==> src/rtl/ipi_pkg.sv <==
package ipi_pkg;

   // Delivery modes decoded by receiving processors
   typedef enum logic [2:0] {
      DM_FIXED   = 3'b000,
      DM_LOWEST  = 3'b001,
      DM_SMI     = 3'b010,
      DM_NMI     = 3'b100,
      DM_RESET   = 3'b101,
      DM_STARTUP = 3'b110
   } ipi_mode_e;

   // Bit positions in the low command word
   localparam int LO_VEC_LSB  = 0;
   localparam int LO_MODE_LSB = 8;
   localparam int LO_BUSY_BIT = 12;
   localparam int LO_AST_BIT  = 14;
   localparam int LO_LVL_BIT  = 15;
   localparam int LO_BC_BIT   = 19;

   // Top bit of the destination field in the high word
   localparam int HI_ID_MSB   = 31;

endpackage

==> src/rtl/ipi_cmd_regs.sv <==
module ipi_cmd_regs
   import ipi_pkg::*;
#(
   parameter int               DW     = 32,
   parameter int               AW     = 12,
   parameter int               ID_W   = 8,
   parameter int               VEC_W  = 8,
   parameter logic [AW-1:0]    LO_OFF = 'h300,
   parameter logic [AW-1:0]    HI_OFF = 'h310
) (
   input  logic              clk,
   input  logic              rst_n,
   input  logic              bus_we,
   input  logic [AW-1:0]     bus_addr,
   input  logic [DW-1:0]     bus_wdata,
   output logic [DW-1:0]     bus_rdata,
   input  logic              busy,
   output logic              lo_wr,
   output logic [ID_W-1:0]   hi_id,
   output logic [2:0]        nxt_mode,
   output logic [VEC_W-1:0]  nxt_vec,
   output logic              nxt_lvl,
   output logic              nxt_ast,
   output logic              nxt_bc
);

   localparam int ID_LSB = HI_ID_MSB - ID_W + 1;

   logic              hi_wr;
   logic [2:0]        lo_mode_q;
   logic [VEC_W-1:0]  lo_vec_q;
   logic              lo_lvl_q, lo_ast_q, lo_bc_q;

   assign hi_wr = bus_we && (bus_addr == HI_OFF);
   assign lo_wr = bus_we && (bus_addr == LO_OFF);

   // Field decode of the word on the bus
   assign nxt_mode = bus_wdata[LO_MODE_LSB +: 3];
   assign nxt_vec  = bus_wdata[LO_VEC_LSB +: VEC_W];
   assign nxt_lvl  = bus_wdata[LO_LVL_BIT];
   assign nxt_ast  = bus_wdata[LO_AST_BIT];
   assign nxt_bc   = bus_wdata[LO_BC_BIT];

   always_ff @(posedge clk or negedge rst_n) begin
      if (!rst_n) begin
         hi_id <= '0;
      end else if (hi_wr) begin
         hi_id <= bus_wdata[ID_LSB +: ID_W];
      end
   end

   always_ff @(posedge clk or negedge rst_n) begin
      if (!rst_n) begin
         lo_mode_q <= '0;
         lo_vec_q  <= '0;
         lo_lvl_q  <= 1'b0;
         lo_ast_q  <= 1'b0;
         lo_bc_q   <= 1'b0;
      end else if (lo_wr && !busy) begin
         lo_mode_q <= nxt_mode;
         lo_vec_q  <= nxt_vec;
         lo_lvl_q  <= nxt_lvl;
         lo_ast_q  <= nxt_ast;
         lo_bc_q   <= nxt_bc;
      end
   end

   always_comb begin
      bus_rdata = '0;
      if (bus_addr == HI_OFF) begin
         bus_rdata[ID_LSB +: ID_W] = hi_id;
      end else if (bus_addr == LO_OFF) begin
         bus_rdata[LO_VEC_LSB +: VEC_W] = lo_vec_q;
         bus_rdata[LO_MODE_LSB +: 3]    = lo_mode_q;
         bus_rdata[LO_BUSY_BIT]         = busy;
         bus_rdata[LO_AST_BIT]          = lo_ast_q;
         bus_rdata[LO_LVL_BIT]          = lo_lvl_q;
         bus_rdata[LO_BC_BIT]           = lo_bc_q;
      end
   end

   // the busy bit in the readback follows pending state one cycle after a launch
   p_busy_read_r4: assert property (@(posedge clk) disable iff (!rst_n)
      (lo_wr && !busy) |=> busy);

endmodule

==> src/rtl/ipi_msg_launch.sv <==
module ipi_msg_launch #(
   parameter int ID_W       = 8,
   parameter int VEC_W      = 8,
   parameter bit BC_ALL_IDS = 1'b1
) (
   input  logic              clk,
   input  logic              rst_n,
   input  logic              lo_wr,
   input  logic [ID_W-1:0]   hi_id,
   input  logic [2:0]        nxt_mode,
   input  logic [VEC_W-1:0]  nxt_vec,
   input  logic              nxt_lvl,
   input  logic              nxt_ast,
   input  logic              nxt_bc,
   output logic              pend,
   output logic              msg_valid,
   input  logic              msg_ready,
   output logic [ID_W-1:0]   msg_dest,
   output logic [2:0]        msg_mode,
   output logic [VEC_W-1:0]  msg_vector,
   output logic              msg_level,
   output logic              msg_assert,
   output logic              msg_bcast
);

   logic             take;
   logic [ID_W-1:0]  dest_sel;

   assign take = lo_wr && !pend;

   // Variant: broadcast rewrites the destination to all ones, or keeps it
   generate
      if (BC_ALL_IDS) begin : g_bc_ones
         assign dest_sel = nxt_bc ? {ID_W{1'b1}} : hi_id;
      end else begin : g_bc_keep
         assign dest_sel = hi_id;
      end
   endgenerate

   always_ff @(posedge clk or negedge rst_n) begin
      if (!rst_n) begin
         pend <= 1'b0;
      end else if (take) begin
         pend <= 1'b1;
      end else if (msg_ready) begin
         pend <= 1'b0;
      end
   end

   always_ff @(posedge clk or negedge rst_n) begin
      if (!rst_n) begin
         msg_dest   <= '0;
         msg_mode   <= '0;
         msg_vector <= '0;
         msg_level  <= 1'b0;
         msg_assert <= 1'b0;
         msg_bcast  <= 1'b0;
      end else if (take) begin
         msg_dest   <= dest_sel;
         msg_mode   <= nxt_mode;
         msg_vector <= nxt_vec;
         msg_level  <= nxt_lvl;
         msg_assert <= nxt_ast;
         msg_bcast  <= nxt_bc;
      end
   end

   assign msg_valid = pend;

   // an idle low-word write raises valid on the next cycle with the written mode
   p_launch_r3: assert property (@(posedge clk) disable iff (!rst_n)
      (lo_wr && !msg_valid) |=> (msg_valid && msg_mode == $past(nxt_mode)
                                 && msg_vector == $past(nxt_vec)));

   // a stalled message keeps every field
   p_hold_r5: assert property (@(posedge clk) disable iff (!rst_n)
      (msg_valid && !msg_ready) |=> (msg_valid && $stable(msg_dest) && $stable(msg_mode)
                                     && $stable(msg_vector) && $stable(msg_level)
                                     && $stable(msg_assert) && $stable(msg_bcast)));

   // an accepted message is gone on the next cycle
   p_drop_r5: assert property (@(posedge clk) disable iff (!rst_n)
      (msg_valid && msg_ready) |=> !msg_valid);

   // writes while pending leave the message alone
   p_ignore_r7: assert property (@(posedge clk) disable iff (!rst_n)
      msg_valid |=> ($stable(msg_dest) || !msg_valid || $past(msg_ready)));

   // broadcast messages carry the all-ones destination
   p_bcast_r6: assert property (@(posedge clk) disable iff (!rst_n)
      (take && nxt_bc && BC_ALL_IDS) |=> (msg_dest == {ID_W{1'b1}}));

endmodule

==> src/rtl/ipi_cmd_unit.sv <==
module ipi_cmd_unit #(
   parameter int            DW         = 32,
   parameter int            AW         = 12,
   parameter int            ID_W       = 8,
   parameter int            VEC_W      = 8,
   parameter logic [AW-1:0] LO_OFF     = 'h300,
   parameter logic [AW-1:0] HI_OFF     = 'h310,
   parameter bit            BC_ALL_IDS = 1'b1
) (
   input  logic              clk,
   input  logic              rst_n,
   input  logic              bus_we,
   input  logic [AW-1:0]     bus_addr,
   input  logic [DW-1:0]     bus_wdata,
   output logic [DW-1:0]     bus_rdata,
   output logic              msg_valid,
   input  logic              msg_ready,
   output logic [ID_W-1:0]   msg_dest,
   output logic [2:0]        msg_mode,
   output logic [VEC_W-1:0]  msg_vector,
   output logic              msg_level,
   output logic              msg_assert,
   output logic              msg_bcast
);

   // Elaboration-time parameter checks
   generate
      if (DW != 32) begin : g_bad_dw
         $error("ipi_cmd_unit: DW must be 32");
      end
      if (ID_W < 1 || ID_W > 8) begin : g_bad_id
         $error("ipi_cmd_unit: ID_W must be 1..8");
      end
      if (VEC_W < 1 || VEC_W > 8) begin : g_bad_vec
         $error("ipi_cmd_unit: VEC_W must be 1..8");
      end
      if (AW < 10) begin : g_bad_aw
         $error("ipi_cmd_unit: AW too small for the command offsets");
      end
      if (LO_OFF == HI_OFF) begin : g_bad_off
         $error("ipi_cmd_unit: command word offsets must differ");
      end
   endgenerate

   logic              busy, lo_wr;
   logic [ID_W-1:0]   hi_id;
   logic [2:0]        nxt_mode;
   logic [VEC_W-1:0]  nxt_vec;
   logic              nxt_lvl, nxt_ast, nxt_bc;

   ipi_cmd_regs #(
      .DW(DW), .AW(AW), .ID_W(ID_W), .VEC_W(VEC_W),
      .LO_OFF(LO_OFF), .HI_OFF(HI_OFF)
   ) u_regs (
      .clk(clk), .rst_n(rst_n),
      .bus_we(bus_we), .bus_addr(bus_addr), .bus_wdata(bus_wdata),
      .bus_rdata(bus_rdata), .busy(busy), .lo_wr(lo_wr), .hi_id(hi_id),
      .nxt_mode(nxt_mode), .nxt_vec(nxt_vec), .nxt_lvl(nxt_lvl),
      .nxt_ast(nxt_ast), .nxt_bc(nxt_bc)
   );

   ipi_msg_launch #(
      .ID_W(ID_W), .VEC_W(VEC_W), .BC_ALL_IDS(BC_ALL_IDS)
   ) u_launch (
      .clk(clk), .rst_n(rst_n),
      .lo_wr(lo_wr), .hi_id(hi_id),
      .nxt_mode(nxt_mode), .nxt_vec(nxt_vec), .nxt_lvl(nxt_lvl),
      .nxt_ast(nxt_ast), .nxt_bc(nxt_bc),
      .pend(busy), .msg_valid(msg_valid), .msg_ready(msg_ready),
      .msg_dest(msg_dest), .msg_mode(msg_mode), .msg_vector(msg_vector),
      .msg_level(msg_level), .msg_assert(msg_assert), .msg_bcast(msg_bcast)
   );

endmodule

==> config.mk <==
export PLATFORM = sky130hd
export DESIGN_NAME = ipi_cmd_unit
export DESIGN_NICKNAME = d
export VERILOG_FILES = /design/src/rtl/ipi_pkg.sv /design/src/rtl/ipi_cmd_regs.sv /design/src/rtl/ipi_msg_launch.sv /design/src/rtl/ipi_cmd_unit.sv
export SDC_FILE = /design/constraint.sdc
export NUM_CORES = 1
export LEC_CHECK = 0
export BUFFER_PORTS_ARGS = -buffer_cell sky130_fd_sc_hd__buf_2
export CELL_PAD_IN_SITES_DETAIL_PLACEMENT = 1
export CELL_PAD_IN_SITES_GLOBAL_PLACEMENT = 1
export CORE_MARGIN = 1.5
export CORE_UTILIZATION = 33
export DETAILED_ROUTE_END_ITERATION = 6
export PLACE_DENSITY_LB_ADDON = 0.1
export RECOVER_POWER = 50
export SLEW_MARGIN = 30
export SYNTH_ARGS = -nofsm -noshare
export SYNTH_HDL_FRONTEND = slang
export SYNTH_SLANG_ARGS = --single-unit
==> constraint.sdc <==
create_clock -name clk -period 2.9 [get_ports clk]
set_input_delay 0 -clock clk [delete_from_list [all_inputs] [get_ports clk]]
set_output_delay 0 -clock clk [all_outputs]
set_load 0.02 [all_outputs]
After elaboration in Yosys (flattened, before gate mapping)
Cells that the tools add are included.
- mux-type cells: 12
- reduce and logical (&&, ||, !) cells: 5
- equal/unequal tests: 2
- operator list (kind ; count):
    $eq A12 B10 Y1 const B ; 2
    $mux W11 ; 2
    $mux W8 ; 2
    $mux W1 ; 6
    $mux W2 ; 2
    $logic_and A1 B1 Y1 ; 3
    $reduce_bool A2 Y1 ; 1
    $logic_not A1 Y1 ; 1
- logic and storage cells: 27
- output and inout port bits: 55
- input port bits: 48
- flip-flop bits (word level): 31

Longest topological paths before layout
Gate-level depths: netlist of the first run.
- depth in word-level cells: 4
- gate-level depth with buffers: 5

Modules after synthesis
Synthesis of the first run repeated with hierarchy kept, for this count alone.
- cell total of the unflattened synthesis: 174
- area total of the unflattened synthesis: 2278.4 um^2
- by module, submodules not included (module ; instances ; area an instance (um^2) ; cells each):
    ipi_cmd_regs ; 1 ; 1287.5 ; 105
    ipi_msg_launch ; 1 ; 991.0 ; 69

Worst setup path before layout of the first run
Ideal clock, no wire load.
- path kind: register -> register
- start: register u_launch.pend (netlist: u_launch.msg_valid)
- end: register u_regs.lo_vec_q[7]
- arrival time: 1.741 ns
- period minus slack after synthesis: 1.868 ns
- buffers on the path: 1
- setup slack: 1.032 ns
- setup time: 0.128 ns
- cell stages (with the launch flop): 5
- cells stage by stage: dfrtp_1 -> or3b_2 -> nor4_4 -> buf_6 -> mux2_1
- word-level cells in the longest chain between the ends: 2
- ends and longest elaborated chain (element ; RTL line ; text):
    from (decl) ; ipi_msg_launch.sv:15 ; output logic pend,
    from (signal assigned) ; ipi_msg_launch.sv:42 ; pend <= 1'b0;
    from (signal assigned) ; ipi_msg_launch.sv:44 ; pend <= 1'b1;
    from (signal assigned) ; ipi_msg_launch.sv:46 ; pend <= 1'b0;
    $logic_not A1 Y1 ; ipi_cmd_regs.sv:59 ; end else if (lo_wr && !busy) begin
    $logic_and A1 B1 Y1 ; ipi_cmd_regs.sv:59 ;
    to (signal assigned) ; ipi_cmd_regs.sv:61 ; lo_vec_q <= nxt_vec;
    to (decl) ; ipi_cmd_regs.sv:31 ; logic [VEC_W-1:0] lo_vec_q;
No other way between the ends.
A chain may end at the register's enable or synchronous reset.

Worst setup path after layout of the first run
- start: register u_launch.pend (netlist: u_launch.msg_valid)
- end: register u_regs.lo_mode_q[0]
- word-level cells in the longest chain between the ends: 2
- ends and longest elaborated chain (element ; RTL line ; text):
    $logic_not A1 Y1 ; ipi_cmd_regs.sv:59 ;
    $logic_and A1 B1 Y1 ; ipi_cmd_regs.sv:59 ;
    to (signal assigned) ; ipi_cmd_regs.sv:60 ; lo_mode_q <= nxt_mode;
    to (decl) ; ipi_cmd_regs.sv:30 ; logic [2:0] lo_mode_q;
No other way between the ends.

==> results of run 1 <==
==> registers in the layout (all words and copies together) (netlist names) <==
register / flops
u_launch.msg_valid: 1
u_launch.msg_bcast: 1
u_regs.lo_mode_q: 3
u_launch.msg_assert: 1
u_regs.lo_vec_q: 8
u_regs.hi_id: 8
u_launch.msg_dest: 8
u_launch.msg_level: 1
==> timing repair <==
| action | CTS | global route |
|---|---|---|
| hold buffers | 23 | 0 |
| setup endpoints to repair | 0 | 0 |
| endpoints found under the hold margin | 53 | 0 |
==> final cells by class <==
type	instances	area (um^2)	share of cell area [%]
Multi-Input combinational cell	80	683	29.9
Clock buffer	5	68.8	3.01
Inverter	10	37.5	1.64
Timing Repair Buffer	109	638	27.9
Sequential cell	31	776	34.0
Tap cell	52	65.1	2.85
Clock inverter	3	15.0	0.658
==> logic make-up after synthesis <==
group | after synthesis | synth area share, %
buf+inv | 25 | 9.51
flops | 31 | 49.1
other cells | 1 | 0.237
compound gates | 1 | 0.476
mux | 30 | 23.1
simple gates | 40 | 17.5
==> cell usage in the layout (no fill, tap or decap), drive strengths merged, types with 3 or more instances in the layout <==
master	instances
clkbuf	29
mux2i	8
clkinv	3
dfrtp	31
buf	62
inv	10
and2	23
nor2	8
mux2	22
dlygate4sd3	23
nor4	4
conb	9
==> power by group through the flow <==
| stage | clock [mW] | sequential [mW] | combinational, mW |
|---|---|---|---|
| after floorplan | 0 | 0.445 | 0.0336 |
| after global placement | 0 | 0.443 | 0.0598 |
| after detailed placement | 0 | 0.443 | 0.0619 |
| after CTS | 0.333 | 0.435 | 0.0863 |
| after global routing | 0.355 | 0.435 | 0.0938 |
| final | 0.320 | 0.435 | 0.0847 |
==> worst max-delay path: stages, from the launching register on <==
cell and delay, ps:
dfrtp_1 410, or3b_2 480, nor4_4 130, buf_4 410
mux2_2 380
==> per-stage QoR <==
| step | cell area [um^2] | setup WS, ps | std cells | total power [mW] |
|---|---|---|---|---|
| after floorplan | 1610 | 1030 | 136 | 0.479 |
| after global placement | 2000 | 999 | 259 | 0.503 |
| after detailed placement | 2000 | 968 | 259 | 0.505 |
| after CTS | 2310 | 955 | 290 | 0.854 |
| after global routing | 2280 | 843 | 290 | 0.884 |
| final | 2280 | 968 | 290 | 0.840 |
==> final timing paths <==
| path | slack (ps) | start | cells past startpoint | to |
|---|---|---|---|---|
| min in group asynchronous | 710 | rst_n | 2 | u_launch.msg_dest[6] |
| setup reg to reg | 970 | u_launch.msg_valid | 4 | u_regs.lo_mode_q[0] |
| max in group asynchronous | 1210 | rst_n | 2 | u_regs.lo_vec_q[6] |
| setup / recovery | 970 | u_launch.msg_valid | 4 | u_regs.lo_mode_q[0] |
| hold reg to reg | 520 | u_regs.lo_vec_q[7] | 1 | u_regs.lo_vec_q[7] |
| hold / removal | 100 | bus_wdata[19] | 3 | u_launch.msg_dest[3] |
==> routing by layer <==
metal,global-route usage [%],routed length [um],up-vias
met5,0,0,-
met4,3.77,17,0
met3,3.75,234,2
met2,32.3,2290,57
met1,18.4,1600,613
li1,-,-,615
==> metrics.csv, run 1 <==
metric,value,unit
switching pwr,0.198,mW
Synth Warn #,0,
worst skew pair latency,270,ps
maximum vdd drop,0.282,mV
Post-DP HPWL,2880,um
Hold WC Path Type,in2reg,
via count,1287,
post-CTS sizing,0,
Avg Inst Size Synth,12.3,um^2
share of cells above drive strength 1,40.3,%
Post-synth EDFFs,0,
unrepaired setup endpoints after global routing,false,
failing checks,"capacitance limit, slew limit",
Sw Ratio,23.5,%
count of cell types in the netlist,22,
Critical Path Sink Type,register,
"Seq/Total Area, Yosys",49.1,%
Worst-path clk slew,70,ps
chip width,72.2,um
I/O Buffers,83,
Final Util,51.0,%
largest net degree at the start of global routing,32,
Placer Congestion,0.799,
num rows,24,
Die ar.,0.00521,mm^2
grt total ovfl,0,
Die Y,72.2,um
most instantiated cells after synthesis,"dfrtp_1, and2_1, mux2_2",
clk sink count,31,
"antenna viol nets, final",0,
top_reg_cell synth,dfrtp_1,
cell accounting for the most synthesized area,dfrtp_1,
final hold violation count,0,
Lkg Pwr,1.23,nW
Pre-antenna DRT Iters,4,
register bit count reported by yosys,31,
"Setup Fix Bufs, Post-CTS",0,
"Req. time, crit path",3050,ps
FILL cells,533,
fmax,518,MHz
Starting Density,35.3,%
core area,0.00447,mm^2
startpoint types,register,
shortest period the worst path allows,1930,ps
io pins,103,
Netlist Area Pre-Place,0.00158,mm^2
arrival time worst endpoint,2090,ps
Vias per Instance,4.44,
Reg power frac,51.9,%
worst-margin pin slew,1680,ps
first-pass GRT wire length,6680,um
H-Tree Depth,2,
largest fanout on the critical path,23,
Final Skew,8.54,ps
Root Driver,clkbuf_8,
Max Cap Violations,1,
Slew Limit Fails,32,
TritonCTS Buffers,5,
vias in the first global route,1382,
Longest Clk Path Bufs,2,
Logic pwr share,10.1,%
nets@finish,285,
most common cell in the netlist,dfrtp_1,
drt wl/cell,14.3,um
iteration-0 DRC count of the detailed router,39,
TritonCTS clock tree,done,
DRC viols,0,
CP Class,reg2reg,
Tot GR Track Use,16.7,%
pwr/cell area,368,mW/mm^2
WHS,103,ps
area grow syn2layout,44.6,%
n_diodes,0,
initial antenna violation count,0,
Pint,0.642,mW
setup TNS,0,ps
area share of the largest cell type after synthesis,49.1,%
Synth area leaders,"dfrtp_1, mux2_4, and2_1, mux2_2, mux2i_1",
clock network fraction of total power,38.1,%
Mapped Cells,128,
DRT Wirelength,4140,um
final period utilization,66.6,%
status,"finished, violations left",
Async SR Flop Fraction,100,%
# setup viols final,0,
max_slew headroom,-12.1,%
No activity file was read; power rests on OpenSTA's default activity.
==> run 2, diff against run 1 <==
ABC_AREA = 1   (was unset)
CORE_UTILIZATION = 28   (was 33)
clock period = 1.9 ns   (was 2.9 ns; I/O delays follow)
==> run 2 against run 1 <==
The flow now finishes without violations; non-clock buffer count grew 3; first-iteration DRC count rose by 38%; cell area rose by 4.5%; largest power group unchanged.
==> metrics.csv, run 2 <==
metric,value,unit,change
"Req. time, crit path",1900,ps,-1150 ps
Synth area leaders,"dfrtp_1, nand2_1, nand4_1, inv_1, nor2_1",,
drt wl/cell,12.3,um,-14%
Lkg Pwr,1.29,nW,+4.9%
maximum vdd drop,0.229,mV,-19%
Largest regs,"u_launch.msg_dest (8), u_regs.hi_id (8), u_regs.lo_vec_q (8)",,
largest fanout on the critical path,15,,-35%
fmax,747,MHz,
Netlist Area Pre-Place,0.00166,mm^2,+5.2%
area share of the largest cell type after synthesis,46.7,%,-2.4 points
Synth Warn #,0,,unchanged
Worst-path clk slew,70,ps,about the same
Final Skew,7.50,ps,-1.04 ps
most instantiated cells after synthesis,"nand2_1, dfrtp_1, nand4_1",,
nets@finish,376,,+32%
grt total ovfl,0,,unchanged
vias in the first global route,1809,,+31%
DRT Wirelength,4920,um,+19%
"antenna viol nets, final",0,,unchanged
iteration-0 DRC count of the detailed router,54,,+38%
Die Y,80.0,um,+11%
final period utilization,70.5,%,
DRC viols,0,,unchanged
chip width,80.0,um,+11%
count of cell types in the netlist,15,,-32%
initial antenna violation count,0,,unchanged
Async SR Flop Fraction,100,%,unchanged
FILL cells,768,,+44%
Die ar.,0.00640,mm^2,+23%
Root Driver,clkbuf_8,,
first-pass GRT wire length,8260,um,+24%
Hold WC Path Type,in2reg,,
Critical Path Sink Type,output port,,
CP Class,in2out,,
Tot GR Track Use,16.7,%,+0.026 points
Synth Area in Compound Gates,0.301,%,-0.17 points
TritonCTS clock tree,done,,
post-CTS sizing,0,,unchanged
startpoint types,primary input,,
largest net degree at the start of global routing,32,,unchanged
Max Cap Violations,0,,-1
num rows,27,,+13%
cell accounting for the most synthesized area,dfrtp_1,,
most common cell in the netlist,nand2_1,,
Avg Inst Size Synth,7.51,um^2,-39%
Pwr Total,1.31,mW,+56%
"commonest non-fill, non-tap cell in the layout",nand2_1,,
"Seq/Total Area, Yosys",46.7,%,-2.4 points
post-synthesis mux area share,0,%,-23 points
core area,0.00561,mm^2,+25%
arrival time worst endpoint,1340,ps,-750 ps
Post-synth EDFFs,0,,unchanged
Slew Limit Fails,0,,-100%
setup TNS,0,ps,unchanged
Pre-antenna DRT Iters,4,,unchanged
Synth Area in XOR/XNOR,0,%,unchanged
Starting Density,29.6,%,-5.7 points
# setup viols final,0,,unchanged
final hold violation count,0,,unchanged
largest family of logic cells by synthesized area,simple AND/OR/NAND/NOR gates,,
via count,1765,,+37%
simple-gate share of the synthesized area,37.8,%,+20 points
Final Util,42.5,%,-8.5 points
clk sink count,31,,unchanged
Placer Congestion,0.705,,-12%
Longest Clk Path Bufs,2,,unchanged
unrepaired setup endpoints after global routing,false,,
register bit count reported by yosys,31,,unchanged
pwr/cell area,550,mW/mm^2,+50%
most frequent cells in the layout,"nand2_1, buf_2, dfrtp_1, nand4_1, inv_1",,
adder-cell share of the synthesized area,0,%,unchanged
H-Tree Depth,2,,unchanged
Post-DP HPWL,3500,um,+22%
io pins,103,,unchanged
TritonCTS Buffers,5,,unchanged
worst-margin pin slew,817,ps,-864 ps
area grow syn2layout,43.7,%,
Vias per Instance,4.40,,-0.82%
worst skew pair latency,280,ps,about the same
shortest period the worst path allows,1340,ps,
top_reg_cell synth,dfrtp_1,,
n_diodes,0,,unchanged
share of cells above drive strength 1,23.7,%,-17 points
Mapped Cells,221,,+73%
I/O Buffers,83,,unchanged
max_slew headroom,45.5,%,+58 points
status,finished clean,,
run 2: cell count changes in the layout (fill, tap and decap cells not counted), sizes merged, moves of 2 or more:
cell and change:
nand2 +75, nand4 +30, and2 -23, mux2 -22
nor2 +22, inv +20, mux2i -8, nor4 -4
buf +2, clkbuf +2, clkinv -2, nand3 +2
run 2: cell type report:
| class | instances | area, um^2 | share of cell area [%] |
|---|---|---|---|
| timing repair buffer | 112 | 664 | 27.8 |
| inverter | 30 | 113 | 4.72 |
| tap | 72 | 90.1 | 3.78 |
| sequential | 31 | 776 | 32.5 |
| clock inverter | 1 | 5.00 | 0.210 |
| clock buffer | 7 | 76.3 | 3.20 |
| multi-input combinational | 148 | 662 | 27.7 |
run 2: metrics by stage:
stage                     hold slack, ps  cells  setup slack [ps]  instance area [um^2]
after floorplan                     -296    229               768                  1690
after global placement               108    369               432                  2100
final                               65.1    401               561                  2390
after detailed placement             121    369               419                  2100
after global routing                82.0    401               416                  2390
after CTS                           63.0    401               512                  2420
run 2: path summary, 6_finish.rpt:
| kind | startpoint | endpoint | slack (ps) | cells past startpoint |
|---|---|---|---|---|
| max in group asynchronous | rst_n | u_regs.lo_vec_q[7] | 1030 | 2 |
| max reg2reg | u_launch.msg_valid | u_regs.lo_vec_q[1] | 580 | 4 |
| max | bus_addr[3] | bus_rdata[12] | 560 | 8 |
| min reg2reg | u_launch.msg_dest[1] | u_launch.msg_dest[1] | 470 | 2 |
| min in group asynchronous | rst_n | u_regs.lo_vec_q[0] | 360 | 2 |
| min | bus_we | u_regs.hi_id[3] | 70 | 3 |
run 2: cells by family after synthesis:
| kind of cell | Yosys count |
|---|---|
| flip-flops | 31 |
| buffers and inverters | 50 |
| other | 1 |
| AO/OA/AOI/OAI | 1 |
| AND/OR/NAND/NOR | 138 |
run 2: where the power goes:
group | total (mW) | leakage [nW] | switching [mW] | internal (mW)
Combinational | 0.150 | 0.814 | 0.0808 | 0.0688
Sequential | 0.665 | 0.433 | 0.00182 | 0.663
Clock | 0.499 | 0.0422 | 0.242 | 0.257
run 2: critical path, stage by stage:
cell and delay [ps]:
buf_2 90, nor2_1 90, nand2_1 90, nor2_4 290, buf_4 220, nand2_2 200, nor2_1 170, buf_2 180
run 2: what timing repair did:
| item | 4_1_cts | 5_1_grt |
|---|---|---|
| hold buffers | 24 | 0 |
| buffers inserted | 0 | 0 |
| hold endpoints to repair | 54 | 0 |
run 2: routing by layer:
metal	GRT usage (%)	wire [um]	up-vias
li1	-	-	889
met1	20.5	2220	811
met2	28.7	2340	60
met3	3.89	289	5
met4	5.17	66	0
met5	0	0	-
==> run 3, diff against run 2 <==
CORE_UTILIZATION = 26   (was 28)
clock period = 1.2 ns   (was 1.9 ns; I/O delays follow)
==> run 3 against run 2 <==
Wire length fell by 0.61%; total power rose by 79%; clock skew fell by 6.3 ps; critical endpoint is now u_launch.msg_dest[2]; critical path type is now reg2reg; critical path depth fell by 3; die area rose by 7.4%; setup slack got worse by 450 ps; via count fell by 0.17%.
==> metrics.csv, run 3 (synthesized netlist as in run 2, its figures left out) <==
metric,value,unit,change
I/O Buffers,83,,unchanged
Pwr Total,2.35,mW,+79%
final hold violation count,0,,unchanged
Slew Limit Fails,0,,unchanged
Final Skew,1.24,ps,-6.26 ps
TritonCTS clock tree,done,,
"Req. time, crit path",1370,ps,-530 ps
Placer Congestion,0.704,,about the same
"antenna viol nets, final",0,,unchanged
num rows,28,,+3.7%
iteration-0 DRC count of the detailed router,57,,+5.6%
shortest period the worst path allows,1090,ps,
arrival time worst endpoint,1250,ps,-90 ps
clk sink count,31,,unchanged
Cells after DPL,378,,+2.4%
Worst-path clk slew,70,ps,about the same
Lkg Pwr,1.34,nW,+3.8%
CP Class,reg2reg,,
most frequent cells in the layout,"nand2_1, buf_2, dfrtp_1, nand4_1, inv_1",,
Hold WC Path Type,in2reg,,
Layout Cells excl Fill,408,,+1.7%
Vias per Instance,4.32,,-1.9%
pwr/cell area,956,mW/mm^2,+74%
Critical Path Sink Type,register,,
DR top layer,met4,,
Met1 Wirelength,2270,um,+2.1%
Max Cap Violations,0,,unchanged
DRT Wirelength,4890,um,-0.61%
via count,1762,,-0.17%
initial antenna violation count,0,,unchanged
status,finished clean,,
share of cells above drive strength 1,25.8,%,+2.1 points
Pre-antenna DRT Iters,4,,unchanged
met2 WL post-DR,2360,um,+1.1%
Post-DP HPWL,3690,um,+5.4%
Starting Density,27.6,%,-2.1 points
chip width,82.9,um,+3.6%
Longest Clk Path Bufs,2,,unchanged
H-Tree Depth,2,,unchanged
core area,0.00603,mm^2,+7.5%
maximum vdd drop,0.387,mV,+69%
first-pass GRT wire length,8420,um,+2.0%
io pins,103,,unchanged
drt wl/cell,12.0,um,-2.3%
setup TNS,0,ps,unchanged
Die ar.,0.00687,mm^2,+7.4%
largest fanout on the critical path,9,,-6
grt total ovfl,0,,unchanged
startpoint types,register,,
TritonCTS Buffers,5,,unchanged
final period utilization,90.5,%,
metal3 WL,212,um,-27%
largest net degree at the start of global routing,21,,-34%
n_diodes,0,,unchanged
# setup viols final,0,,unchanged
nets@finish,380,,+1.1%
vias in the first global route,1791,,-1.0%
"Setup Fix Bufs, Post-CTS",0,,unchanged
Die Y,82.9,um,+3.6%
"commonest non-fill, non-tap cell in the layout",nand2_1,,
Root Driver,clkbuf_8,,
worst skew pair latency,270,ps,about the same
unrepaired setup endpoints after global routing,false,,
Tot GR Track Use,14.8,%,-1.9 points
fmax,921,MHz,
area grow syn2layout,48.2,%,
Final Util,40.8,%,-1.7 points
Largest regs,"u_launch.msg_dest (8), u_regs.hi_id (8), u_regs.lo_vec_q (8)",,
DRC viols,0,,unchanged
==> run 3: changes by cell type in the layout (fill, tap and decap cells not counted) <==
| cell | change |
|---|---|
| buf_4 | +3 |
| dlygate4sd3_1 | -2 |
| buf_6 | +1 |
| bufinv_16 | +1 |
| clkbuf_8 | +1 |
| nand2_1 | -1 |
| nand2_4 | +1 |
| nand3_1 | -1 |
| nand3_2 | +1 |
==> run 3: power by group <==
part | internal [mW] | switching, mW | total (mW)
registers | 1.05 | 0.00291 | 1.05
logic | 0.109 | 0.127 | 0.236
clock network | 0.671 | 0.393 | 1.06
total | 1.83 | 0.523 | 2.35
==> run 3: worst paths after layout <==
kind | from | endpoint | slack [ps] | cells past startpoint
setup reg to reg | u_launch.msg_valid | u_launch.msg_dest[2] | 110 | 5
setup / recovery | u_launch.msg_valid | u_launch.msg_dest[2] | 110 | 5
hold / removal | bus_wdata[19] | u_launch.msg_bcast | 7 | 3
max in group asynchronous | rst_n | u_launch.msg_dest[6] | 270 | 3
min in group asynchronous | rst_n | u_regs.lo_mode_q[0] | 190 | 2
hold reg to reg | u_regs.hi_id[7] | u_regs.hi_id[7] | 470 | 2
==> run 3: metal layers <==
layer  GRT usage [%]  up-vias
met5               0        -
met4            4.24        0
met3            3.58        2
met2            25.1       57
met1            18.7      813
li1                -      890
==> run 3: repair_timing <==
action	in CTS	in global routing
hold buffers	22	0
endpoints found under the setup margin	0	15
gates resized for setup	0	3
endpoints found under the hold margin	43	0
==> run 3: area by class of cell <==
cell class / instances / area [um^2]
Multi-Input combinational cell: 148 / 674
Tap cell: 75 / 93.8
Fill cell: 790 / 3570
Inverter: 30 / 113
Timing Repair Buffer: 116 / 686
Clock buffer: 6 / 82.6
Sequential cell: 31 / 776
Clock inverter: 2 / 35.0
==> run 3: through the flow <==
step                hold WS [ps]  setup slack, ps  instance area, um^2
floorplan                   -296             67.5                 1690
global placement           -52.9             45.1                 2150
detailed placement         -50.6             38.2                 2150
CTS                         2.60             60.6                 2480
global route                25.6             20.5                 2460
finish                      7.28              114                 2460
==> run 3: critical path, stage by stage, from the launching register on <==
cell,delay [ps]
dfrtp_1,420
nor2_4,150
nand3_2,110
buf_4,190
nand2_1,60
nand2_1,50
